## src/rtl/scl_gen_pkg.sv

```systemverilog
package scl_gen_pkg;

  // Phase of the serial clock; IDLE means disabled with the line released.
  typedef enum logic [1:0] {
    PH_IDLE = 2'd0,
    PH_LOW  = 2'd1,
    PH_HIGH = 2'd2
  } scl_phase_e;

endpackage

```

## src/rtl/scl_len_sel.sv

```systemverilog
// Picks the count for the phase about to start and adds the fixed offset.
// The loaded value is the number of cycles still left after the first one.
module scl_len_sel
  import scl_gen_pkg::*;
#(
  parameter int CNT_W  = 8,
  parameter int OFFSET = 2,
  parameter int LD_W   = 9
) (
  input  scl_phase_e         phase_nxt,
  input  logic [2*CNT_W-1:0] div_cfg,
  output logic [LD_W-1:0]    load_val
);

  logic [CNT_W-1:0] field;

  always_comb begin
    if (phase_nxt == PH_HIGH) field = div_cfg[2*CNT_W-1:CNT_W];
    else                      field = div_cfg[CNT_W-1:0];
    load_val = LD_W'(field) + LD_W'(OFFSET - 1);
  end

endmodule

```

## src/rtl/scl_phase_cnt.sv

```systemverilog
// Down-counter for the cycles left in the current phase.
module scl_phase_cnt #(
  parameter int LD_W = 9
) (
  input  logic            clk,
  input  logic            rst,
  input  logic            clr,
  input  logic            load,
  input  logic [LD_W-1:0] load_val,
  output logic            done
);

  logic [LD_W-1:0] cnt_q;

  always_ff @(posedge clk) begin
    if (rst || clr)        cnt_q <= '0;
    else if (load)         cnt_q <= load_val;
    else if (cnt_q != '0)  cnt_q <= cnt_q - 1'b1;
  end

  assign done = (cnt_q == '0);

endmodule

```

## src/rtl/scl_phase_seq.sv

```systemverilog
// Phase sequencer: IDLE -> LOW -> HIGH -> LOW ... while enabled.
module scl_phase_seq
  import scl_gen_pkg::*;
(
  input  logic       clk,
  input  logic       rst,
  input  logic       en,
  input  logic       done,
  output scl_phase_e phase_q,
  output scl_phase_e phase_nxt,
  output logic       advance
);

  always_comb begin
    advance   = en && ((phase_q == PH_IDLE) || done);
    phase_nxt = phase_q;
    if (!en)
      phase_nxt = PH_IDLE;
    else if (advance)
      phase_nxt = (phase_q == PH_LOW) ? PH_HIGH : PH_LOW;
  end

  always_ff @(posedge clk) begin
    if (rst) phase_q <= PH_IDLE;
    else     phase_q <= phase_nxt;
  end

endmodule

```

## src/rtl/scl_edge_out.sv

```systemverilog
// Registered line level and edge strobes.
module scl_edge_out
  import scl_gen_pkg::*;
(
  input  logic       clk,
  input  logic       rst,
  input  logic       advance,
  input  scl_phase_e phase_nxt,
  output logic       scl_o,
  output logic       rise_stb,
  output logic       fall_stb
);

  always_ff @(posedge clk) begin
    if (rst) begin
      scl_o    <= 1'b1;
      rise_stb <= 1'b0;
      fall_stb <= 1'b0;
    end else begin
      scl_o    <= (phase_nxt != PH_LOW);
      rise_stb <= advance && (phase_nxt == PH_HIGH);
      fall_stb <= advance && (phase_nxt == PH_LOW);
    end
  end

endmodule

```

## src/rtl/scl_rate_gen.sv

```systemverilog
module scl_rate_gen
  import scl_gen_pkg::*;
#(
  parameter int CNT_W  = 8,
  parameter int OFFSET = 2
) (
  input  logic               clk,
  input  logic               rst,
  input  logic               en,
  input  logic [2*CNT_W-1:0] div_cfg,
  output logic               scl_o,
  output logic               rise_stb,
  output logic               fall_stb
);

  localparam int LD_W = $clog2((1 << CNT_W) + OFFSET);

  scl_phase_e      phase_q;
  scl_phase_e      phase_nxt;
  logic            advance;
  logic            done;
  logic [LD_W-1:0] load_val;

  scl_phase_seq u_seq (
    .clk       (clk),
    .rst       (rst),
    .en        (en),
    .done      (done),
    .phase_q   (phase_q),
    .phase_nxt (phase_nxt),
    .advance   (advance)
  );

  scl_len_sel #(
    .CNT_W  (CNT_W),
    .OFFSET (OFFSET),
    .LD_W   (LD_W)
  ) u_len (
    .phase_nxt (phase_nxt),
    .div_cfg   (div_cfg),
    .load_val  (load_val)
  );

  scl_phase_cnt #(
    .LD_W (LD_W)
  ) u_cnt (
    .clk      (clk),
    .rst      (rst),
    .clr      (!en),
    .load     (advance),
    .load_val (load_val),
    .done     (done)
  );

  scl_edge_out u_out (
    .clk       (clk),
    .rst       (rst),
    .advance   (advance),
    .phase_nxt (phase_nxt),
    .scl_o     (scl_o),
    .rise_stb  (rise_stb),
    .fall_stb  (fall_stb)
  );

endmodule

```

## config.mk

```make
export PLATFORM = sky130hd
export DESIGN_NAME = scl_rate_gen
export DESIGN_NICKNAME = d
export VERILOG_FILES = /design/src/rtl/scl_gen_pkg.sv /design/src/rtl/scl_len_sel.sv /design/src/rtl/scl_phase_cnt.sv /design/src/rtl/scl_phase_seq.sv /design/src/rtl/scl_edge_out.sv /design/src/rtl/scl_rate_gen.sv
export SDC_FILE = /design/constraint.sdc
export NUM_CORES = 1
export LEC_CHECK = 0
export BUFFER_PORTS_ARGS = -buffer_cell sky130_fd_sc_hd__clkbuf_2
export CAP_MARGIN = 25
export CELL_PAD_IN_SITES_DETAIL_PLACEMENT = 1
export CELL_PAD_IN_SITES_GLOBAL_PLACEMENT = 2
export CORE_ASPECT_RATIO = 0.5
export CORE_MARGIN = 1
export CORE_UTILIZATION = 34
export CTS_BUF_LIST = sky130_fd_sc_hd__clkbuf_8
export CTS_CLUSTER_SIZE = 24
export DETAILED_ROUTE_END_ITERATION = 10
export GPL_TIMING_DRIVEN = 0
export PLACE_DENSITY_LB_ADDON = 0.1
export SLEW_MARGIN = 25
export SYNTH_ARGS = -nofsm -noshare
export SYNTH_HDL_FRONTEND = slang
export SYNTH_SLANG_ARGS = --single-unit
```

## constraint.sdc

```tcl
create_clock -name clk -period 5.3 [get_ports clk]
set_input_delay 0.53 -clock clk [delete_from_list [all_inputs] [get_ports clk]]
set_output_delay 0.53 -clock clk [all_outputs]
set_load 0.01 [all_outputs]
```

# Word-level counts from Yosys, hierarchy flattened
# Index checks and enable logic that the tools add are counted.
# word_totals
ff_bits,14
output_inout_bits,3
# classes
addsub,2
eq_ne,4
n_mux,6
reduce_logical,10
# op_table
op,n
9-bit 2-to-1 mux,2
"8-bit by 1-bit adder with 9-bit output, second input constant",1
9-bit logical NOT,1
9-bit nonzero test,1
"9-bit by 1-bit subtractor with 9-bit output, second input constant",1
8-bit 2-to-1 mux,1
2-bit 2-to-1 mux,3
"2-bit by 1-bit == test with 1-bit output, second input constant",2
1-bit logical AND,3
"2-bit == test, second input constant",1
2-bit logical NOT,1
1-bit logical OR,2
"2-bit by 1-bit != test with 1-bit output, second input constant",1
2-bit nonzero test,1
1-bit logical NOT,1

# Longest topological paths before layout
# Gate-level depths: netlist (run 1).
# depth
depth_word,9
ltp_mapped,13
ltp_nobuf,12

# Hierarchy
# Synthesis (run 1) repeated with hierarchy kept, for this count alone.
# hier_totals
cells_unflattened,130
area_unflattened_um2,1068.5
# modules_own_cells
module,n_inst,cells_each,area_per_inst_um2,seq_area_each_um2
scl_phase_cnt,1,64,510.5,180.2
scl_len_sel,1,47,331.6,0.0
scl_phase_seq,1,12,128.9,40.0
scl_edge_out,1,6,93.8,60.1
scl_rate_gen,1,1,3.8,0.0

# Worst setup path after synthesis (run 1)
# Ideal clock, no wire load.
# synth_timing
path_kind,reg2reg
startpoint,register u_cnt.cnt_q[0]
endpoint,register u_cnt.cnt_q[6]
setup_ns,0.121
t_arrival_ns,2.501
t_required_ns,5.179
slack_ns,2.678
stages_incl_launch_ff,14
path_buffers,1
cell_sequence,dfxtp_1 inv_1 ha_1 nor4b_2 nand2_2 mux2i_4 buf_4 mux2_2 ha_1 nand3_1 xor2_1 nor2_1 a31oi_1 a21oi_1
# synth_between
elab_chain_len,9
# synth_rtl
element,line_no,rtl
start: declaration,scl_phase_cnt.sv:13,logic [LD_W-1:0] cnt_q;
start signal: assignment,scl_phase_cnt.sv:17,else if (load) cnt_q <= load_val;
start signal: assignment,scl_phase_cnt.sv:18,else if (cnt_q != '0) cnt_q <= cnt_q - 1'b1;
9-bit logical NOT,scl_phase_cnt.sv:21,assign done = (cnt_q == '0);
1-bit logical OR,scl_phase_seq.sv:15,advance = en && ((phase_q == PH_IDLE) || done);
1-bit logical AND,scl_phase_seq.sv:15,
2-bit 2-to-1 mux,scl_phase_seq.sv:19,else if (advance)
2-bit 2-to-1 mux,scl_phase_seq.sv:17,if (!en)
2-bit == test,scl_len_sel.sv:18,if (phase_nxt == PH_HIGH) field = div_cfg[2*CNT_W-1:CNT_W];
8-bit 2-to-1 mux,scl_len_sel.sv:18,
8-bit by 1-bit adder with 9-bit output,scl_len_sel.sv:20,load_val = LD_W'(field) + LD_W'(OFFSET - 1);
9-bit 2-to-1 mux,scl_phase_cnt.sv:17,
# Several ways; a longest one is shown, not always the timed one. The select of a mux whose other input is x is not followed.
# A chain may end at the register's enable or synchronous reset.

# Worst setup path in the final report (run 1)
# Same ends and word-level chain as after synthesis.

==> impl_metrics.yaml, run 1 <==
status:
  status: "completed"
yosys:
  syn_area_per_cell_sq_um: 8.061
  synth_top_area_share: 0.2850
  async_flop_share: 0
  ys_seq_area_frac: 0.2850
  yosysMostFrequentCell: "dfxtp_1"
  synthFlopType: "dfxtp_1"
  synthTopCellsByCount: "dfxtp_1 (14), nand2_1 (13), nand3_1 (12)"
  yosysUniqueCellTypes: 33
  yosysTopAreaCell: "dfxtp_1"
  netlist_instances: 122
  synth_fp_nets: 144
  synth-seq-cells: 14
  synth.area.top_cells: "dfxtp_1 (28%), xor2_1 (7.1%), nand3_1 (6.1%)"
  synth_edf_count: 0
  yosysWarnings: 0
  synthesis.area_sq_um: 983.4
place:
  gp_congestion: 0.7587
  portBuffers: 21
  dp.final_hpwl_microns: 2003
finish:
  antenna_cells: 0
  fillCellCount: 361
  nNetsFinal: 170
  syn2layout_area_growth_pct: 20.99
  drive_gt1_frac: 0.2381
setup_path:
  required_ns: 5.43
  worst_path_max_delay_cell: "dfxtp_1"
  crit_start: "u_cnt.cnt_q[0]$_SDFFE_PP0P_"
  crit_family: "simple AND/OR/NAND/NOR gates"
  path_buf_inv: 2
  crit_path_end: "u_cnt.cnt_q[6]$_SDFFE_PP0P_"
  cp_max_fo: 10
  path_cells: "inv_1 -> ha_1 -> nor4b_2 -> nand2_2 -> mux2i_4 -> buf_4 -> mux2_2 -> ha_1 -> nand3_1 -> xor2_1 -> nor2_1 -> a31oi_1 -> a21oi_1"
  path_depth: 13
  critPathLaunchType: "flip-flop"
  rrSetupSlack_ns: 2.27
  r2r-end: "u_cnt.cnt_q[6]$_SDFFE_PP0P_"
  r2r_cells: 13
  path_common_cell: "ha_1"
  worst_path_largest_cell_delay_ns: 0.34
  critical_path_arrival_ns: 3.17
  endpoint_kind: "flip-flop"
  path_class: "flip-flop to flip-flop"
  r2r_start: "u_cnt.cnt_q[0]$_SDFFE_PP0P_"
floorplanning:
  dieArea_sq_um: 3125
  die_h_microns: 40.03
  start_util: 0.3687
  pin_count: 22
  die_width_microns: 78.06
  coreArea_sq_um: 2668
  rows: 13
routing:
  drc: 0
  wl_microns: 2550
  vias: 936
  routed_via_density: 5.087
  dr.pass1.iters: 4
  antenna_left: 0
  drt_iter0_markers: 33
  wire_per_inst_microns: 13.86
timing:
  worst_pin_slew_ns: 0.5067
  slew_violations: 0
  whs_ns: 0.5771
  hold_viol: 0
  clock_skew_ns: 0.005019
  fin_crit_sh: 0.5719
  slew_headroom: 0.6586
  setup_viol: 0
  max_freq_mhz: 329.9
  min_period_ns: 3.031
  rsz0062_at_grt: "no"
  tns_ns: 0
grt:
  grt_max_degree: 11
  track_usage: 0.1846
  overflow: 0
  grt_pass1_vias: 876
  grt_first_pass_wirelength_microns: 4243
  antenna_found_initial: 0
job:
  max-cap-violations: 0
power:
  p_leak_nw: 0.4800
  ir_drop_uv: 119.4
  power_density_nw_per_um2: 256.2
cts:
  clk_path_buf_depth: 2
  cts_hold_buf: 0
  cts_tree: "yes"
  insertion_delay_ns: 0.25
  ctsResizeCount: 0
  cts_setup_buffers: 0
  numClockSinks: 14
  root_buffer: "clkbuf_8"
  h-tree-depth: 1
  clk_pin_slew_ns: 0.06
  cts_inserted_buffers: 3
min_path:
  hold_class: "flip-flop to flip-flop"
  min_from: "u_seq.phase_q[0]$_SDFF_PP0_"
==> power breakdown <==
| group | leakage [nW] | internal [W] | switching [W] | total [W] |
|---|---|---|---|---|
| clock | 0.0288 | 0.0000659 | 0.0000415 | 0.000107 |
| combinational | 0.336 | 0.0000349 | 0.0000433 | 0.0000782 |
| sequential | 0.115 | 0.000112 | 0.00000730 | 0.000119 |
| total | 0.480 | 0.000213 | 0.0000922 | 0.000305 |
==> worst register-to-register path: stages (launching register included) <==
cell and delay, ns:
dfxtp_1 0.34, inv_1 0.11, ha_1 0.15, nor4b_2 0.31, nand2_2 0.19, mux2i_4 0.34, buf_4 0.23, mux2_2 0.35
ha_1 0.29, nand3_1 0.13, xor2_1 0.16, nor2_1 0.06, a31oi_1 0.18, a21oi_1 0.09
==> state kept, by name, summed over array words and instances (netlist names) <==
| signal | cells |
|---|---|
| u_cnt.cnt_q | 9 |
| u_out.fall_stb | 1 |
| u_out.rise_stb | 1 |
| u_out.scl_o | 1 |
| u_seq.phase_q | 2 |
==> per-layer routing <==
metal	track usage	wire [microns]	up-vias	part of all wire
met5	0	0	-	0
met4	0.04167	0	0	0
met3	0.04091	93	0	0.036
met2	0.2807	960	23	0.38
met1	0.2659	1496	426	0.59
li1	-	-	487	-
==> area by class of cell <==
type / count / area, sq um / area share
multi-input cells: 103 / 676.9 / 0.5689
flip-flops and latches: 14 / 280.3 / 0.2355
repair buffers: 21 / 105.1 / 0.08833
clock buffers: 4 / 55.05 / 0.04627
well taps: 37 / 46.29 / 0.03891
plain buffers: 3 / 18.77 / 0.01577
inverters: 2 / 7.507 / 0.006309
==> metrics by stage <==
step	total power, W	setup slack (ns)	instance area, sq um	std cells	util
floorplan	0.0001739	2.678	983.4	122	-
global placement	0.0001995	2.241	1135	180	0.4254
detailed placement	0.0001991	2.267	1135	180	0.4254
CTS	0.0003061	2.249	1190	184	0.4461
global route	0.0003199	2.040	1190	184	0.4461
finish	0.0003048	2.269	1190	184	0.4461
==> cells by family (layout without fill, tap and decap cells) <==
logic type,count (synthesis),after routing,share of synthesized area
flip-flops,14,14,0.2850
buffers and inverters,5,30,0.02671
AND/OR/NAND/NOR,52,52,0.2761
adder cells (fa/ha/maj),3,3,0.03817
AO/OA/AOI/OAI,28,28,0.1730
multiplexers,6,6,0.07633
XOR/XNOR,14,14,0.1247
==> placed cells by master (no fill, tap or decap) <==
cell type,count
ha_1,3
nor4_4,1
nor4b_2,1
xnor2_1,6
mux2i_4,1
nand3_1,12
a211oi_1,2
nand2b_1,1
nor2_1,11
nor3_1,3
nand2_2,1
o22ai_1,1
o21ai_0,8
buf_4,2
dfxtp_1,14
and3_1,4
and2_1,1
a21oi_2,1
a21oi_1,7
o211ai_1,1
nand3b_1,1
mux2i_1,3
a31oi_1,4
inv_1,2
nand2_1,13
o31ai_1,1
nor2b_1,3
a31o_2,1
o32ai_1,1
clkbuf_8,4
xor2_1,8
a21boi_0,1
clkbuf_2,21
clkbuf_1,1
mux2_2,2
==> worst min-delay path by stage <==
stage / cells after the start / to / slack [ns]
finish: 2 / u_seq.phase_q[0]$_SDFF_PP0_ / 0.58
floorplan: 2 / u_seq.phase_q[0]$_SDFF_PP0_ / 0.51
global placement: 2 / u_seq.phase_q[0]$_SDFF_PP0_ / 0.57
CTS: 2 / u_seq.phase_q[0]$_SDFF_PP0_ / 0.58
detailed placement: 2 / u_seq.phase_q[0]$_SDFF_PP0_ / 0.56
global route: 3 / u_out.scl_o$_SDFF_PP1_ / 0.63
(Power assumes the default switching activity.)
==> run 2: changes to the inputs <==
- CORE_UTILIZATION: 34 -> 29
- clock period: 5.3 -> 2.75 ns (I/O delays scaled with it)
==> run 2 against run 1 <==
  * The flow now finishes with violations (DRC)
  * Hold slack worse by 0.24 ns
  * Clock skew is 0.0026 ns lower
  * Design area increased by 4.8%
  * Register-to-register slack worse by 2.1 ns
  * Utilization fell by 4.6 points
  * Critical path type unchanged
==> impl_metrics.yaml, run 2 (same netlist as run 1, synthesis figures left out) <==
cts:
  numClockSinks: 14
  clk_pin_slew_ns: 0.06
  insertion_delay_ns: 0.24
  cts_tree: "yes"
  root_buffer: "clkbuf_8"
  h-tree-depth: 1
  cts_inserted_buffers: 3
  cts_hold_buf: 0
  clk_path_buf_depth: 2
routing:
  wire_per_inst_microns: 14.31
  dr.pass1.iters: 9
  antenna_left: 0
  routed_via_density: 5.126
  wl_microns: 2734
  drc: 4
  vias: 979
  drt_iter0_markers: 41
finish:
  final_cell_mix: "clkbuf_2 (21), nand2_1 (13), dfxtp_1 (13)"
  drive_gt1_frac: 0.2781
  final_core_util: 0.4001
  largest_reg_flops: 9
  largest_registers: "u_cnt.cnt_q x9, u_seq.phase_q x2"
  nNetsFinal: 175
  fillCellCount: 390
  syn2layout_area_growth_pct: 26.85
  regMostFlops: "u_cnt.cnt_q"
  antenna_cells: 0
  final_common_cell: "clkbuf_2"
setup_path:
  required_ns: 2.87
  rrSetupSlack_ns: 0.18
  endpoint_kind: "flip-flop"
  path_class: "flip-flop to flip-flop"
  path_cells: "inv_1 -> ha_1 -> nor4b_4 -> nand2_2 -> mux2i_4 -> buf_4 -> mux2_2 -> ha_4 -> nand3_1 -> xor2_1 -> nor2_1 -> a31oi_1 -> a21oi_1"
  critical_path_arrival_ns: 2.69
  cp_max_fo: 6
  crit_path_end: "u_cnt.cnt_q[6]$_SDFFE_PP0P_"
  r2r-end: "u_cnt.cnt_q[6]$_SDFFE_PP0P_"
  worst_path_largest_cell_delay_ns: 0.36
  r2r_start: "u_cnt.cnt_q[0]$_SDFFE_PP0P_"
  crit_start: "u_cnt.cnt_q[0]$_SDFFE_PP0P_"
  r2r_cells: 13
  worst_path_max_delay_cell: "mux2_2"
  critPathLaunchType: "flip-flop"
timing:
  hold_viol: 0
  min_period_ns: 2.571
  whs_ns: 0.3383
  worst_pin_slew_ns: 0.5117
  slew_violations: 0
  slew_headroom: 0.6553
  clock_skew_ns: 0.002406
  fin_crit_sh: 0.9349
  setup_viol: 0
  max_freq_mhz: 389.0
  worst_slack_ns: 0.1791
  rsz0062_at_grt: "no"
status:
  violations: "DRC"
  status: "finished with violations"
floorplanning:
  pin_count: 22
  die_h_microns: 43.18
  rows: 14
  dieArea_sq_um: 3642
  start_util: 0.3154
  die_width_microns: 84.36
  coreArea_sq_um: 3118
grt:
  track_usage: 0.1648
  grt_max_degree: 11
  grt_pass1_vias: 895
  grt_first_pass_wirelength_microns: 4519
  overflow: 0
  antenna_found_initial: 0
power:
  p_leak_nw: 0.5081
  power_density_nw_per_um2: 450.7
  ir_drop_uv: 136.6
place:
  portBuffers: 21
  gp_congestion: 0.7483
  dp.final_hpwl_microns: 2117
  pre_cts_ws_ns: -0.3047
job:
  max-cap-violations: 0
min_path:
  hold_class: "primary input to flip-flop"
## run 2: what timing repair did
action | in CTS | in global routing
gates resized for setup | 2 | 4
pin swaps | 0 | 1
endpoints found under the setup margin | 3 | 3
buffers inserted | 3 | 2
## run 2: per-layer routing
layer,vias up,GRT usage,share of wire
met4,0,0.04068,0.0062
met1,459,0.2468,0.58
met5,-,0,0
met2,21,0.2459,0.38
li1,497,-,-
met3,2,0.02529,0.037
## run 2: worst min-delay path by stage
stage | startpoint | end | slack (ns) | cells past startpoint
after floorplan | rst | u_out.scl_o$_SDFF_PP1_ | 0.42 | 2
after global placement | u_seq.phase_q[0]$_SDFF_PP0_ | u_seq.phase_q[0]$_SDFF_PP0_ | 0.57 | 2
after detailed placement | u_seq.phase_q[0]$_SDFF_PP0_ | u_seq.phase_q[0]$_SDFF_PP0_ | 0.56 | 2
after CTS | rst | u_out.scl_o$_SDFF_PP1_ | 0.33 | 3
after global routing | rst | u_out.scl_o$_SDFF_PP1_ | 0.38 | 3
final | rst | u_out.scl_o$_SDFF_PP1_ | 0.34 | 3
## run 2: worst max-delay path, delay by kind of cell, from the launching register on
kind                       cells  cell delay [ns]
muxes                          2             0.60
and+or+nand+nor                4             0.52
AOI/OAI and AO/OA              2             0.22
DFF                            1             0.34
buffers and inverters          2             0.25
xor gates and xnor gates       1             0.18
adders and majority gates      2             0.35
## run 2: final cells by class
cell class | instances | area (sq um) | area share
Inverter | 2 | 7.507 | 0.006018
Multi-Input combinational cell | 103 | 701.9 | 0.5627
Clock buffer | 3 | 41.29 | 0.03310
Timing Repair Buffer | 26 | 142.6 | 0.1143
Sequential cell | 14 | 281.5 | 0.2257
Buffer | 3 | 22.52 | 0.01805
Tap cell | 40 | 50.05 | 0.04012
## run 2: power by group
| part | leakage, nW | switching, W | internal [W] |
|---|---|---|---|
| combinational | 0.371 | 0.0000890 | 0.0000803 |
| sequential | 0.115 | 0.0000149 | 0.000216 |
| clock | 0.0216 | 0.0000656 | 0.0000966 |
| total | 0.508 | 0.000169 | 0.000393 |
## run 2: stage by stage
step	setup TNS, ns	power, W	cell area, sq um	cells
6_report	0	0.0005622	1247	191
2_1_floorplan	0	0.0003351	983.4	122
5_1_grt	0	0.0006002	1247	191
3_3_place_gp	-0.7030	0.0003861	1139	183
3_5_place_dp	-0.7342	0.0003856	1139	183
4_1_cts	0	0.0005624	1214	189
==> run 3: changes to the inputs <==
- ABC_AREA: default -> 1
- CORE_UTILIZATION: 29 -> 28
==> run 3 against run 2 <==
  * The run now ends clean
  * Setup slack improved by 0.14 ns
  * Global-route usage decreased by 0.49 points
  * First-iteration DRC count decreased by 76%
  * Sequential power about the same
  * Synthesized cell count increased by 38%
  * Clock-buffer cell count increased by 1
  * Synthesized area increased by 16%
  * Wire length increased by 9.9%
  * Via count increased by 11%
  * Clock power increased by 27%
  * Critical endpoint is now u_cnt.cnt_q[4]$_SDFFE_PP0P_
  * Highest routed layer unchanged
==> impl_metrics.yaml, run 3 <==
status:
  status: "completed"
cts:
  insertion_delay_ns: 0.25
  cts_inserted_buffers: 3
  clk_pin_slew_ns: 0.06
  h-tree-depth: 1
  ctsResizeCount: 0
  root_buffer: "clkbuf_8"
  clk_path_buf_depth: 2
  cts_tree: "yes"
  numClockSinks: 14
  cts_hold_buf: 0
  cts_setup_buffers: 0
yosys:
  async_flop_share: 0
  synthFlopType: "dfxtp_1"
  synth-simple-area-share: 0.4737
  synthesis.area_sq_um: 1141
  synth_top_family_by_area: "simple AND/OR/NAND/NOR gates"
  synth_fp_nets: 190
  synth-seq-cells: 14
  synthXorXnorAreaFrac: 0.02303
  yosysWarnings: 0
  yosysTopAreaCell: "dfxtp_1"
  syn_area_per_cell_sq_um: 6.792
  synth_compound_area_frac: 0.1096
  ys_seq_area_frac: 0.2456
  synthTopCellsByCount: "nand2_1 (31), inv_1 (20), nand3_1 (16)"
  synth_edf_count: 0
  netlist_instances: 168
  synthAdderAreaFrac: 0.03289
  synth_top_area_share: 0.2456
  synth.area.top_cells: "dfxtp_1 (25%), nand2_1 (10%), nand2_2 (7.1%)"
  yosysMostFrequentCell: "nand2_1"
  synth_mux_area_frac: 0
  yosysUniqueCellTypes: 28
setup_path:
  crit_start: "u_cnt.cnt_q[0]$_SDFFE_PP0P_"
  critical_path_arrival_ns: 2.55
  endpoint_kind: "flip-flop"
  critPathLaunchType: "flip-flop"
  cp_max_fo: 10
  required_ns: 2.88
  path_class: "flip-flop to flip-flop"
  r2r_start: "u_cnt.cnt_q[0]$_SDFFE_PP0P_"
routing:
  wl_microns: 3005
  wire_per_inst_microns: 12.32
  vias: 1090
  drc: 0
  antenna_left: 0
  drt_iter0_markers: 10
  dr.pass1.iters: 4
  routed_via_density: 4.467
floorplanning:
  die_width_microns: 92.28
  coreArea_sq_um: 3660
  die_h_microns: 47.14
  dieArea_sq_um: 4350
  rows: 15
  start_util: 0.3118
  pin_count: 22
timing:
  slew_headroom: 0.7801
  whs_ns: 0.2487
  clock_skew_ns: 0.003877
  slew_violations: 0
  hold_viol: 0
  rsz0062_at_grt: "no"
  fin_crit_sh: 0.8824
  min_period_ns: 2.427
  setup_viol: 0
  tns_ns: 0
  worst_pin_slew_ns: 0.3296
  max_freq_mhz: 412.1
finish:
  regMostFlops: "u_cnt.cnt_q"
  antenna_cells: 0
  final_cell_mix: "nand2_1 (31), clkbuf_2 (21), inv_1 (20)"
  nNetsFinal: 216
  fillCellCount: 496
  drive_gt1_frac: 0.3472
  largest_registers: "u_cnt.cnt_q x9, u_seq.phase_q x2"
  final_core_util: 0.3730
  final_common_cell: "nand2_1"
  syn2layout_area_growth_pct: 19.63
  largest_reg_flops: 9
grt:
  track_usage: 0.1599
  overflow: 0
  antenna_found_initial: 0
  grt_pass1_vias: 1059
  grt_max_degree: 11
  grt_first_pass_wirelength_microns: 5071
power:
  comb_power_share: 0.415
  intPower_w: 0.0004599
  clkPwrFrac: 0.275
  power_switching_w: 0.0002889
  ir_drop_uv: 203.1
  p_sw_frac: 0.3858
  p_seq_frac: 0.309
  power_density_nw_per_um2: 548.5
  p_leak_nw: 0.6805
place:
  dp.final_hpwl_microns: 2519
  gp_congestion: 0.7414
  portBuffers: 21
job:
  max-cap-violations: 0
min_path:
  min_from: "rst"
  hold_class: "primary input to flip-flop"
==> run 3: area by class of cell <==
type | count | area [sq um] | area share
Multi-Input combinational cell | 124 | 729.5 | 0.5344
Sequential cell | 14 | 280.3 | 0.2053
Tap cell | 51 | 63.81 | 0.04675
Timing Repair Buffer | 21 | 105.1 | 0.07699
Inverter | 28 | 106.4 | 0.07791
Clock buffer | 4 | 55.05 | 0.04033
Buffer | 2 | 25.02 | 0.01833
==> run 3: cell families (layout without fill, tap and decap cells) <==
family,Yosys count,after routing
adders and majority gates,3,3
xor gates and xnor gates,3,3
buffers and inverters,30,55
DFF,14,14
AOI/OAI and AO/OA,23,23
and+or+nand+nor,95,95
==> run 3: routing by layer <==
metal  part of all wire  track usage  up-vias
met2               0.40       0.2373       17
met1               0.57       0.2382      488
met5                  0            0        -
met4             0.0027      0.02813        0
li1                   -            -      583
met3              0.034      0.03722        2
==> run 3: worst paths after layout <==
| path | to | slack (ns) | cells past startpoint |
|---|---|---|---|
| max | u_cnt.cnt_q[4]$_SDFFE_PP0P_ | 0.32 | 18 |
| min | u_out.fall_stb$_SDFF_PP0_ | 0.25 | 2 |
| max reg2reg | u_cnt.cnt_q[4]$_SDFFE_PP0P_ | 0.32 | 18 |
| min reg2reg | u_cnt.cnt_q[8]$_SDFFE_PP0P_ | 0.55 | 3 |
==> run 3: through the flow <==
step	worst slack, ns	cells	cell area [sq um]	total power (W)
after global placement	0.3252	240	1310	0.0005460
after detailed placement	0.2946	240	1310	0.0005507
final	0.3234	244	1365	0.0007488
after CTS	0.2837	244	1365	0.0007609
after global routing	0.08461	244	1365	0.0008165
after floorplan	0.6046	168	1141	0.0004751
==> run 3: critical path, cell delays in order (launching register included) <==
cell,delay (ns)
dfxtp_1,0.33
inv_1,0.08
ha_1,0.16
nand2_2,0.08
nor2_4,0.12
nand2_4,0.09
nand2_4,0.08
nand2_2,0.06
buf_6,0.15
nand2_4,0.06
nand4_4,0.15
nand2_1,0.12
nand2_2,0.09
ha_1,0.23
nand2_4,0.08
nor2_2,0.05
or2_0,0.19
nand2_1,0.09
a21oi_1,0.06
==> run 3: power groups by stage <==
| stage | Sequential, W | Clock, W | Combinational (W) |
|---|---|---|---|
| 3_3_place_gp | 0.000235 | 0 | 0.000311 |
| 6_report | 0.000232 | 0.000206 | 0.000311 |
| 4_1_cts | 0.000232 | 0.000213 | 0.000316 |
| 2_1_floorplan | 0.000236 | 0 | 0.000239 |
| 3_5_place_dp | 0.000236 | 0 | 0.000314 |
| 5_1_grt | 0.000233 | 0.000226 | 0.000358 |
